--- src/rtl/frame_status_pkg.sv ---
package frame_status_pkg;
  localparam int FLAG_COUNT = 3;
  localparam int IDX_OVF    = 0;
  localparam int IDX_HIT    = 1;
  localparam int IDX_VBL    = 2;

  typedef struct packed {
    logic vbl;
    logic hit;
    logic ovf;
  } flags_t;

  function automatic logic [7:0] pack_status(input flags_t f, input logic [7:0] latch);
    return {f.vbl, f.hit, f.ovf, latch[4:0]};
  endfunction
endpackage

--- src/rtl/fsf_pos_decode.sv ---
module fsf_pos_decode #(
  parameter int DOT_W     = 9,
  parameter int LINE_W    = 9,
  parameter int DOTS      = 341,
  parameter int LINES     = 262,
  parameter int VBL_LINE  = 241,
  parameter int EVENT_DOT = 1
) (
  input  logic              clk,
  input  logic              rst_n,
  input  logic [DOT_W-1:0]  dot,
  input  logic [LINE_W-1:0] line,
  output logic              vbl_start,
  output logic              frame_clr
);
  localparam int PRE_LINE = LINES - 1;
  localparam logic [DOT_W-1:0]  EV_DOT_V = DOT_W'(EVENT_DOT);
  localparam logic [LINE_W-1:0] VBL_V    = LINE_W'(VBL_LINE);
  localparam logic [LINE_W-1:0] PRE_V    = LINE_W'(PRE_LINE);

  logic on_event_dot;

  always_comb begin
    on_event_dot = (dot == EV_DOT_V);
    vbl_start    = on_event_dot && (line == VBL_V);
    frame_clr    = on_event_dot && (line == PRE_V);
  end

  AST_POS_RANGE: assert property (@(posedge clk) disable iff (!rst_n)
    (int'(dot) < DOTS) && (int'(line) < LINES));
endmodule

--- src/rtl/fsf_flag_cell.sv ---
module fsf_flag_cell (
  input  logic clk,
  input  logic rst_n,
  input  logic set_i,
  input  logic clr_i,
  output logic q
);
  always_ff @(posedge clk or negedge rst_n) begin
    if (!rst_n)     q <= 1'b0;
    else if (clr_i) q <= 1'b0;
    else if (set_i) q <= 1'b1;
  end

  AST_CLR_WINS: assert property (@(posedge clk) disable iff (!rst_n)
    clr_i |=> !q);
  AST_SET_TAKES: assert property (@(posedge clk) disable iff (!rst_n)
    (set_i && !clr_i) |=> q);
  AST_HOLD: assert property (@(posedge clk) disable iff (!rst_n)
    (!set_i && !clr_i) |=> $stable(q));
endmodule

--- src/rtl/fsf_nmi_drive.sv ---
module fsf_nmi_drive (
  input  logic clk,
  input  logic rst_n,
  input  logic vbl,
  input  logic nmi_en,
  input  logic stat_rd,
  output logic nmi_n,
  output logic toggle_clr
);
  always_comb nmi_n = !(vbl && nmi_en);

  always_ff @(posedge clk or negedge rst_n) begin
    if (!rst_n) toggle_clr <= 1'b0;
    else        toggle_clr <= stat_rd;
  end

  AST_TOGGLE_PULSE: assert property (@(posedge clk) disable iff (!rst_n)
    stat_rd |=> toggle_clr);
  AST_TOGGLE_IDLE: assert property (@(posedge clk) disable iff (!rst_n)
    !stat_rd |=> !toggle_clr);
  AST_NMI_REARM: assert property (@(posedge clk) disable iff (!rst_n)
    ($rose(nmi_en) && vbl) |-> !nmi_n);
endmodule

--- src/rtl/frame_status_flags.sv ---
module frame_status_flags
  import frame_status_pkg::*;
#(
  parameter int DOT_W     = 9,
  parameter int LINE_W    = 9,
  parameter int DOTS      = 341,
  parameter int LINES     = 262,
  parameter int VBL_LINE  = 241,
  parameter int EVENT_DOT = 1
) (
  input  logic              clk,
  input  logic              rst_n,
  input  logic [DOT_W-1:0]  dot,
  input  logic [LINE_W-1:0] line,
  input  logic              stat_rd,
  input  logic              hit_set,
  input  logic              ovf_set,
  input  logic              nmi_en,
  input  logic [7:0]        bus_latch,
  output logic [7:0]        status_byte,
  output logic              nmi_n,
  output logic              toggle_clr
);
  logic vbl_start, frame_clr;
  logic [FLAG_COUNT-1:0] set_v, clr_v, q_v;
  flags_t flags;

  fsf_pos_decode #(
    .DOT_W(DOT_W), .LINE_W(LINE_W), .DOTS(DOTS), .LINES(LINES),
    .VBL_LINE(VBL_LINE), .EVENT_DOT(EVENT_DOT)
  ) u_pos (
    .clk(clk), .rst_n(rst_n), .dot(dot), .line(line),
    .vbl_start(vbl_start), .frame_clr(frame_clr)
  );

  // The read takes priority over the start of blank: the flag is never raised.
  always_comb begin
    set_v = '0;
    clr_v = '0;
    set_v[IDX_VBL] = vbl_start && !stat_rd;
    clr_v[IDX_VBL] = frame_clr || stat_rd;
    set_v[IDX_HIT] = hit_set;
    clr_v[IDX_HIT] = frame_clr;
    set_v[IDX_OVF] = ovf_set;
    clr_v[IDX_OVF] = frame_clr;
  end

  for (genvar i = 0; i < FLAG_COUNT; i++) begin : g_flag
    fsf_flag_cell u_cell (
      .clk(clk), .rst_n(rst_n), .set_i(set_v[i]), .clr_i(clr_v[i]), .q(q_v[i])
    );
  end

  always_comb begin
    flags       = q_v;
    status_byte = pack_status(flags, bus_latch);
  end

  fsf_nmi_drive u_nmi (
    .clk(clk), .rst_n(rst_n), .vbl(flags.vbl), .nmi_en(nmi_en),
    .stat_rd(stat_rd), .nmi_n(nmi_n), .toggle_clr(toggle_clr)
  );

  AST_VBL_RISES: assert property (@(posedge clk) disable iff (!rst_n)
    (vbl_start && !stat_rd) |=> status_byte[7]);
  AST_PRE_CLEARS: assert property (@(posedge clk) disable iff (!rst_n)
    frame_clr |=> (status_byte[7:5] == 3'b000));
  AST_READ_CLEARS: assert property (@(posedge clk) disable iff (!rst_n)
    stat_rd |=> !status_byte[7]);
  AST_RACE_HIDE: assert property (@(posedge clk) disable iff (!rst_n)
    (vbl_start && stat_rd) |-> !status_byte[7]);
  AST_NMI_NEEDS_VBL: assert property (@(posedge clk) disable iff (!rst_n)
    !nmi_n |-> (status_byte[7] && nmi_en));
endmodule

--- config.mk ---
export PLATFORM = sky130hd
export DESIGN_NAME = frame_status_flags
export DESIGN_NICKNAME = d
export VERILOG_FILES = /design/src/rtl/frame_status_pkg.sv /design/src/rtl/fsf_pos_decode.sv /design/src/rtl/fsf_flag_cell.sv /design/src/rtl/fsf_nmi_drive.sv /design/src/rtl/frame_status_flags.sv
export SDC_FILE = /design/constraint.sdc
export NUM_CORES = 1
export LEC_CHECK = 0
export BUFFER_PORTS_ARGS = -buffer_cell sky130_fd_sc_hd__clkbuf_2
export CORE_AREA = 4 4 41 43
export CTS_CLUSTER_DIAMETER = 50
export DETAILED_ROUTE_END_ITERATION = 10
export DIE_AREA = 0 0 45 47
export PLACE_DENSITY = 0.72
export SYNTH_ARGS = -nofsm -noshare
export SYNTH_HDL_FRONTEND = slang
export SYNTH_SLANG_ARGS = --single-unit
--- constraint.sdc ---
create_clock -name clk -period 1.5 [get_ports clk]
set_input_delay 0.225 -clock clk [delete_from_list [all_inputs] [get_ports clk]]
set_output_delay 0.225 -clock clk [all_outputs]
set_load 0.02 [all_outputs]
### Yosys cells after proc, flatten, opt, wreduce, memory -nomap -nowiden

Cells that the tools add are included.

* bits in registers: 4
* bits in latches: 0
* RAM bits: 0
* memory bits (read-only): 0
* input bits: 32
* output and inout bits: 10
* logic and storage cells: 23
* memories: 0

* add/subtract/negate cells: 0
* $mul: 0
* div/mod/pow operators: 0
* magnitude comparators: 0
* eq/ne operators: 3
* shift operators: 0
* multiplexer cells: 6
* bitwise operators: 0
* reductions and logical operators: 10

Operators by type and width (count)
* 9-bit by 1-bit == test with 1-bit output, second input constant: 1
* 9-bit by 8-bit == test with 1-bit output, second input constant: 1
* 9-bit == test, second input constant: 1
* 1-bit 2-to-1 mux: 6
* 2-bit nonzero test: 3
* 1-bit logical AND: 4
* 1-bit logical NOT: 2
* 1-bit logical OR: 1

### Longest topological paths before layout

Gate-level depths: netlist of run 1.

* depth after elaboration: 5
* depth in mapped cells: 4
* gate-level depth less buffers: 4

### By module

A second synthesis of run 1 with hierarchy kept.

* cell total of the unflattened synthesis: 24
* area, all modules: 281.5 µm²

Modules (own cells, without submodules)
* fsf_flag_cell: times used 3, cells each 2, area each 35.0 µm², sequential area each 25.0 µm²
* fsf_pos_decode: times used 1, cells each 9, area each 95.1 µm², sequential area each 0.0 µm²
* frame_status_flags: times used 1, cells each 7, area each 52.6 µm², sequential area each 0.0 µm²
* fsf_nmi_drive: times used 1, cells each 2, area each 28.8 µm², sequential area each 25.0 µm²

### Worst setup path before layout of run 1

Ideal clock, no wire load.

* path type: input to register
* start: input dot[4]
* end: register g_flag[2].u_cell.q
* library setup time: 0.080 ns
* arrival: 1.055 ns
* required time: 1.420 ns
* slack: 0.365 ns
* cell stages on the path: 4
* path buffers: 0
* cells stage by stage: nor4_1 > nand3_1 > o41a_1 > nor3_2

* cells in the longest elaborated chain, start to end: 4
* elaborated cells on any way between the ends: 7
* those cells by class: 1 x eq/ne; 1 x mux; 5 x reduce/logical

RTL lines
* start, declared: line frame_status_flags.sv:13 `input logic [DOT_W-1:0] dot,`
* 9-bit by 1-bit == test with 1-bit output *: line fsf_pos_decode.sv:24 `on_event_dot = (dot == EV_DOT_V);`
* 1-bit logical AND, on equally long branches: line fsf_pos_decode.sv:26, fsf_pos_decode.sv:25
* 1-bit logical OR or 1-bit logical AND (tied branches): line frame_status_flags.sv:41, frame_status_flags.sv:40
* 1-bit 2-to-1 mux or 2-bit nonzero test (tied branches)
* end signal, assigned: line fsf_flag_cell.sv:9 `if (!rst_n) q <= 1'b0;`
* end signal, assigned: line fsf_flag_cell.sv:10 `else if (clr_i) q <= 1'b0;`
* end signal, assigned: line fsf_flag_cell.sv:11 `else if (set_i) q <= 1'b1;`
* end, declared: line fsf_flag_cell.sv:6 `output logic q`

Every way passes the cells marked *; elsewhere a longest branch is shown, timed or not.
A chain may end at the register's enable or synchronous reset.

### Worst setup path after layout of run 1

Ends and elaborated chain as after synthesis.

==> results of run 1 <==
==> where the power goes <==
group | total, uW | switching (uW) | internal [uW] | leakage, uW
Clock | 129 | 40.2 | 89.2 | 0.0000138
Combinational | 43.8 | 16.8 | 27.0 | 0.000137
Sequential | 110 | 0.281 | 110 | 0.0000431
Total | 283 | 57.3 | 226 | 0.000194
==> logic make-up after synthesis <==
| group | synth area share |
|---|---|
| simple gates | 0.343 |
| compound gates | 0.0423 |
| buf+inv | 0.239 |
| flops | 0.376 |
==> through the flow <==
step / instance area, sq um / utilization / instances / setup WS, ns
6_report: 398 / 0.306 / 67 / 0.427
5_1_grt: 398 / 0.306 / 67 / 0.317
4_1_cts: 398 / 0.306 / 67 / 0.405
3_5_place_dp: 365 / 0.281 / 63 / 0.190
3_3_place_gp: 365 / 0.281 / 63 / 0.219
2_1_floorplan: 267 / - / 28 / 0.365
==> metal layers <==
layer,global-route usage,share of wire,vias to the layer above
met5,0,0,-
met2,0.107,0.47,25
met4,0.0877,0,0
met1,0.0552,0.25,123
li1,-,-,140
met3,0.0575,0.28,0
==> worst register-to-register path, cell delays in order, from the launching register on <==
cell and delay, ns:
dfrtp_1 0.38, inv_1 0.06, o41a_1 0.15, nor3_2 0.04
==> worst max path at each step <==
stage / cells after the start / endpoint / slack [ns] / from
finish: 5 / g_flag[2].u_cell.q / 0.43 / dot[4]
global route: 5 / g_flag[2].u_cell.q / 0.32 / dot[4]
CTS: 2 / nmi_n / 0.40 / g_flag[2].u_cell.q
detailed placement: 5 / g_flag[2].u_cell.q / 0.19 / dot[4]
global placement: 5 / g_flag[2].u_cell.q / 0.22 / dot[4]
floorplan: 4 / g_flag[2].u_cell.q / 0.37 / dot[4]
==> sequential cells by signal, summed over array words and instances, names as in the netlist <==
signal and cells:
u_nmi.toggle_clr 1, g_flag.u_cell.q 3
==> cells in the mapped netlist <==
cell	count
buf_4	8
dfrtp_1	4
inv_1	1
nand2_1	1
nand3_1	2
nand4_1	1
nor2_1	5
nor3_2	1
nor4_1	2
nor4b_2	2
o41a_1	1
==> layout make-up <==
type | count | area (sq um)
fillers | 146 | 903
repair buffers | 29 | 150
multi-input cells | 15 | 103
well taps | 15 | 18.8
inverters | 1 | 3.75
flip-flops and latches | 4 | 100
clock buffers | 3 | 22.5
==> repair_timing <==
item / in CTS / in global routing
endpoints found under the setup margin: 0 / 0
buffers inserted: 0 / 0
hold endpoints to repair: 4 / 0
hold buffers: 1 / 0
==> results.py, run 1 <==
metrics = {
    "routing": {
        "drc_errors": 0,
        "ant_nets": 0,
        "viasPerCell": 4.30,
        "firstDrtPassIters": 1,
        "vias": 288,
        "wl_um": 723,
        "wl_per_cell_um": 10.8,
        "first_iter_violations": 0,
    },
    "worst_setup_path": {
        "reg2reg_to": "g_flag[2].u_cell.q",
        "required_ns": 1.65,
        "crit_arrival_ns": 1.23,
        "cp_cell_sequence": "clkbuf_2, nor4_1, nand3_1, o41a_1, nor3_2",
        "r2r_start": "g_flag[2].u_cell.q",
        "path_buf_inv": 1,
        "setup.worst_path.end_class": "flop",
        "r2r_setup_slack_ns": 0.75,
        "crit_type": "in -> reg",
        "crit_path_max_incr_delay_ns": 0.39,
        "crit_fanout": 2,
        "crit_family": "simple AND/OR/NAND/NOR gates",
        "ff2ff_path_depth": 3,
        "slowest_stage": "o41a_1",
        "cp-start-kind": "input port",
    },
    "finish": {
        "final_cell_mix": "clkbuf_2, nor2_1, dfrtp_1",
        "diodes": 0,
        "finalNetCount": 86,
        "synthToLayoutAreaGrowth_pct": 49.3,
        "drive_gt1_frac": 0.654,
        "final_common_cell": "clkbuf_2",
    },
    "sta": {
        "layout_min_cycle_time_ns": 1.07,
        "final_max_slew_viol_count": 0,
        "fin_tns_setup_ns": 0,
        "relSlewSlack": 0.826,
        "fin_skew_ns": 0,
        "rsz0062_at_grt": "false",
        "finalHoldViolCount": 0,
        "fin_crit_sh": 0.715,
        "hold_ws_ns": 0.127,
        "setup_viol": 0,
        "clock.fmax_mhz": 932,
        "max_slew.worst_pin.slew_ns": 0.259,
    },
    "die": {
        "start_util": 0.205,
        "core-area_sq_um": 1300,
        "die_w_um": 45,
        "die_y_um": 47,
        "io_pins": 42,
        "dieArea_sq_um": 2120,
        "rows": 13,
    },
    "clocking": {
        "clockBufferDepth": 2,
        "cts_tree": "done",
        "cts_resized": 0,
        "cts.htree.levels": 1,
        "clock_sinks": 4,
        "cts_root_buf": "clkbuf_4",
        "clkTransAtPathRegs_ns": 0.03,
        "cts_buffers": 3,
        "clk_latency_ns": 0.23,
    },
    "synth": {
        "syn_inst": 28,
        "synth.top_cell.area_share": 0.376,
        "syn-num-nets": 60,
        "post_synth_num_cell_types": 11,
        "avgSynthCellArea_sq_um": 9.52,
        "synth-seq-cells": 4,
        "syn_area_sq_um": 267,
        "yosys_warnings": 0,
        "yosysSeqAreaShare": 0.376,
        "yosys-top-cells-area": "dfrtp_1, buf_4, nor4b_2",
        "yosysTopAreaCell": "dfrtp_1",
    },
    "worst_hold_path": {
        "hp-start": "stat_rd",
        "whs_endpoint": "u_nmi.toggle_clr",
        "min_delay_path_depth": 1,
        "hold_class": "in -> reg",
    },
    "global_routing": {
        "grt_max_degree": 5,
        "grt_pass1_vias": 288,
        "antenna_found_initial": 0,
        "grt_overflow": 0,
        "grt_pass1_wl_um": 1010,
        "grt_usage": 0.0730,
    },
    "placed_design": {
        "place.gp.congestion": 0.624,
        "port-buffer-count": 28,
    },
    "pwr": {
        "p_per_area_nw_per_um2": 712,
        "vdd_drop_max_mv": 0.161,
        "power.leakage_uw": 0.000194,
        "fin_total_pwr_uw": 283,
    },
    "run_status": {
        "outcome": "completed",
    },
    "run": {
        "max_cap_viol_count": 0,
    },
}
(Power assumes the default switching activity.)
==> inputs of run 2 (changes only) <==
clock period = 1.01 ns   (was 1.5 ns; I/O delays follow)
==> results.py, run 2 (same netlist as run 1, synthesis figures left out) <==
metrics = {
    "sta": {
        "finalHoldViolCount": 0,
        "setup_viol": 0,
        "max_slew.worst_pin.slew_ns": 0.233,
        "fin_skew_ns": 0,
        "layout_min_cycle_time_ns": 0.974,
        "fin_tns_setup_ns": 0,
        "clock.fmax_mhz": 1030,
        "rsz0062_at_grt": "false",
        "fin_crit_sh": 0.964,
        "final_max_slew_viol_count": 0,
        "relSlewSlack": 0.843,
        "setup_ws_ns": 0.0361,
    },
    "routing": {
        "drc_errors": 0,
        "vias": 294,
        "wl_per_cell_um": 10.2,
        "wl_um": 695,
        "viasPerCell": 4.32,
        "firstDrtPassIters": 4,
        "first_iter_violations": 1,
        "ant_nets": 0,
    },
    "pwr": {
        "fin_total_pwr_uw": 425,
        "power.leakage_uw": 0.000202,
        "p_comb_frac": 0.157,
        "vdd_drop_max_mv": 0.231,
        "p_per_area_nw_per_um2": 1020,
        "intPower_uw": 337,
        "power.share.clock": 0.458,
        "pwr-share-seq": 0.385,
        "p_switching_uw": 88.5,
        "swShare": 0.208,
    },
    "global_routing": {
        "antenna_found_initial": 0,
        "grt_pass1_wl_um": 1030,
        "grt_overflow": 0,
        "grt_max_degree": 5,
        "grt_pass1_vias": 283,
        "grt_usage": 0.0745,
    },
    "finish": {
        "largest_reg_flops": 3,
        "finalNetCount": 87,
        "top_regs": "g_flag.u_cell.q: 3 flops, u_nmi.toggle_clr: 1 flops",
        "final_common_cell": "clkbuf_2",
        "drive_gt1_frac": 0.679,
        "nFillCells": 145,
        "synthToLayoutAreaGrowth_pct": 56.8,
        "largest_register": "g_flag.u_cell.q",
        "finalInstanceArea_sq_um": 418,
        "diodes": 0,
        "final_cell_mix": "clkbuf_2, nor2_1, dfrtp_1",
    },
    "clocking": {
        "clkTransAtPathRegs_ns": 0.03,
        "cts.htree.levels": 1,
        "clockBufferDepth": 2,
        "clock_sinks": 4,
        "clk_latency_ns": 0.23,
        "cts_root_buf": "clkbuf_4",
        "cts_tree": "done",
        "cts_buffers": 3,
    },
    "placed_design": {
        "place.gp.congestion": 0.602,
        "port-buffer-count": 28,
        "dp_slack_ns": -0.217,
        "dp_hpwl_um": 607,
        "placed_area_sq_um": 365,
    },
    "worst_hold_path": {
        "hold_class": "in -> reg",
    },
    "worst_setup_path": {
        "cp-start-kind": "flop",
        "required_ns": 0.86,
        "crit_type": "reg -> out",
        "crit_arrival_ns": 0.82,
        "setup.worst_path.end_class": "output pin",
        "crit_fanout": 3,
    },
    "die": {
        "io_pins": 42,
        "core-area_sq_um": 1300,
        "dieArea_sq_um": 2120,
        "die_y_um": 47,
        "start_util": 0.205,
        "rows": 13,
        "die_w_um": 45,
    },
    "run": {
        "max_cap_viol_count": 0,
    },
    "run_status": {
        "outcome": "completed",
    },
}
==> run 2: layer usage <==
| layer | track usage | part of all wire |
|---|---|---|
| met3 | 0.0575 | 0.23 |
| met5 | 0 | 0 |
| met2 | 0.130 | 0.54 |
| met4 | 0.0877 | 0 |
| met1 | 0.0413 | 0.23 |
==> run 2: power by group through the flow <==
stage / combinational, uW / sequential, uW / clock [uW]
6_report: 66.8 / 164 / 195
5_1_grt: 74.0 / 164 / 219
4_1_cts: 65.5 / 164 / 209
3_5_place_dp: 62.5 / 166 / 0
3_3_place_gp: 61.4 / 166 / 0
2_1_floorplan: 35.3 / 169 / 0
==> run 2: timing repair <==
action	4_1_cts	5_1_grt
hold buffers	1	0
setup endpoints to repair	1	2
buffers inserted	1	0
hold endpoints to repair	4	0
resized for setup	1	3
pin swaps	0	2
==> run 2: final cells by class <==
| class | instances | area, sq um | share of cell area |
|---|---|---|---|
| Inverter | 1 | 3.75 | 0.00898 |
| Sequential cell | 4 | 100 | 0.240 |
| Timing Repair Buffer | 30 | 164 | 0.392 |
| Tap cell | 15 | 18.8 | 0.0449 |
| Multi-Input combinational cell | 15 | 109 | 0.260 |
| Clock buffer | 3 | 22.5 | 0.0539 |
==> run 2: per-stage QoR <==
| step | hold WS [ns] | cells | utilization |
|---|---|---|---|
| 6_report | 0.0513 | 68 | 0.321 |
| 3_3_place_gp | -0.0395 | 63 | 0.281 |
| 3_5_place_dp | -0.0386 | 63 | 0.281 |
| 4_1_cts | 0.0392 | 68 | 0.313 |
| 5_1_grt | 0.0364 | 68 | 0.321 |
| 2_1_floorplan | -0.144 | 28 | - |
==> run 2: path summary, 6_finish.rpt <==
path	start	endpoint	slack, ns	cells past startpoint
max in group asynchronous	rst_n	u_nmi.toggle_clr	0.63	2
setup / recovery	g_flag[2].u_cell.q	nmi_n	0.04	2
min in group asynchronous	rst_n	g_flag[1].u_cell.q	0.25	2
hold / removal	stat_rd	u_nmi.toggle_clr	0.05	1
hold reg to reg	g_flag[1].u_cell.q	g_flag[1].u_cell.q	0.49	2
setup reg to reg	g_flag[2].u_cell.q	g_flag[2].u_cell.q	0.14	4
==> run 2: worst max-delay path: stages (launching register included) <==
cell     delay [ns]
dfrtp_1        0.39
nand2_1        0.09
buf_6          0.12
==> inputs of run 3 (changes only) <==
CTS_BUF_LIST = sky130_fd_sc_hd__clkbuf_16   (was not set)
==> results.py, run 3 (same netlist as run 1, synthesis figures left out) <==
metrics = {
    "worst_setup_path": {
        "path_buf_inv": 1,
        "cp-start-kind": "flop",
        "startpoint": "g_flag[2].u_cell.q",
        "crit_fanout": 3,
        "crit_arrival_ns": 0.83,
        "r2r_start": "g_flag[2].u_cell.q",
        "required_ns": 0.86,
        "setup.worst_path.end_class": "output pin",
        "crit_type": "reg -> out",
        "slowest_stage": "dfrtp_1",
        "cp_cell_sequence": "nand2_1, buf_2",
        "crit_path_max_incr_delay_ns": 0.39,
        "crit_family": "flip-flops",
    },
    "sta": {
        "setup_viol": 0,
        "finalHoldViolCount": 0,
        "clock.fmax_mhz": 1010,
        "fin_tns_setup_ns": 0,
        "layout_min_cycle_time_ns": 0.986,
        "max_slew.worst_pin.slew_ns": 0.251,
        "relSlewSlack": 0.832,
        "rsz0062_at_grt": "true",
        "final_max_slew_viol_count": 0,
        "fin_skew_ns": 0,
        "fin_crit_sh": 0.976,
    },
    "finish": {
        "final_common_cell": "clkbuf_2",
        "largest_register": "g_flag.u_cell.q",
        "diodes": 0,
        "largest_reg_flops": 3,
        "final_cell_mix": "clkbuf_2, nor2_1, dfrtp_1",
        "top_regs": "g_flag.u_cell.q: 3 flops, u_nmi.toggle_clr: 1 flops",
        "finalNetCount": 86,
        "synthToLayoutAreaGrowth_pct": 77.0,
        "drive_gt1_frac": 0.673,
        "layout.cells.non_filler": 67,
    },
    "pwr": {
        "vdd_drop_max_mv": 0.663,
        "intPower_uw": 713,
        "swShare": 0.159,
        "power.share.clock": 0.720,
        "p_comb_frac": 0.087,
        "pwr-share-seq": 0.193,
        "p_switching_uw": 135,
        "p_per_area_nw_per_um2": 1800,
        "power.leakage_uw": 0.000220,
    },
    "global_routing": {
        "grt_pass1_wl_um": 1110,
        "antenna_found_initial": 0,
        "grt_max_degree": 5,
        "grt_pass1_vias": 297,
        "grt_overflow": 0,
        "grt_usage": 0.0769,
    },
    "clocking": {
        "cts_buffers": 3,
        "cts_tree": "done",
        "cts_root_buf": "clkbuf_16",
        "clock_sinks": 4,
        "clk_latency_ns": 0.22,
        "clkTransAtPathRegs_ns": 0.03,
        "cts.htree.levels": 1,
        "clockBufferDepth": 2,
    },
    "placed_design": {
        "dp_hpwl_um": 607,
        "place.gp.congestion": 0.602,
        "port-buffer-count": 28,
        "dp_cells": 63,
    },
    "die": {
        "rows": 13,
        "die_y_um": 47,
        "dieArea_sq_um": 2120,
        "core-area_sq_um": 1300,
        "io_pins": 42,
        "start_util": 0.205,
        "die_w_um": 45,
    },
    "worst_hold_path": {
        "hp-start": "stat_rd",
        "hold_class": "in -> reg",
    },
    "run": {
        "max_cap_viol_count": 0,
    },
    "routing": {
        "wl_um": 773,
        "vias": 284,
        "drc_errors": 0,
        "first_iter_violations": 0,
        "wl_per_cell_um": 11.5,
        "viasPerCell": 4.24,
        "ant_nets": 0,
        "firstDrtPassIters": 1,
    },
    "run_status": {
        "outcome": "completed",
    },
}
-- run 3: timing repair --
item | 4_1_cts | 5_1_grt
buffers inserted | 0 | 0
hold buffers | 1 | 0
endpoints found under the hold margin | 4 | 0
resized for setup | 0 | 4
pin swaps | 2 | 1
endpoints found under the setup margin | 1 | 3
-- run 3: final cells by class --
type                    count  area [sq um]
clock buffers               3          75.1
fillers                   134           830
inverters                   1          3.75
multi-input cells          15           118
flip-flops and latches      4           100
well taps                  15          18.8
repair buffers             29           156
-- run 3: power groups by stage --
stage               Sequential, uW  Clock, uW  Combinational, uW
global placement               166          0               61.4
floorplan                      169          0               35.3
finish                         164        611               73.6
detailed placement             166          0               62.5
CTS                            164        620               65.7
global route                   164        639               81.0
-- run 3: per-stage QoR --
stage | cell area (sq um) | setup WS, ns | util | power [uW] | hold WS (ns)
CTS | 450 | 0.0150 | 0.346 | 850 | 0.0600
floorplan | 267 | -0.0459 | - | 204 | -0.144
detailed placement | 365 | -0.217 | 0.281 | 228 | -0.0386
global placement | 365 | -0.185 | 0.281 | 227 | -0.0395
global route | 472 | -0.00916 | 0.363 | 884 | 0.0592
finish | 472 | 0.0238 | 0.363 | 848 | 0.0623
-- run 3: final timing paths --
check / endpoint / slack, ns / cells past startpoint
max in group asynchronous: u_nmi.toggle_clr / 0.62 / 2
min in group asynchronous: g_flag[1].u_cell.q / 0.27 / 2
worst min register to register: g_flag[1].u_cell.q / 0.49 / 2
worst max-delay path: nmi_n / 0.02 / 2
worst max register to register: g_flag[2].u_cell.q / 0.23 / 3
worst min-delay path: u_nmi.toggle_clr / 0.06 / 1
-- run 3: layer usage --
layer  up-vias  global-route usage  share of wire
li1        139                   -              -
met1       126              0.0482           0.24
met2        19               0.155           0.56
met3         0              0.0345           0.20
met4         0              0.0702              0
met5         -                   0              0
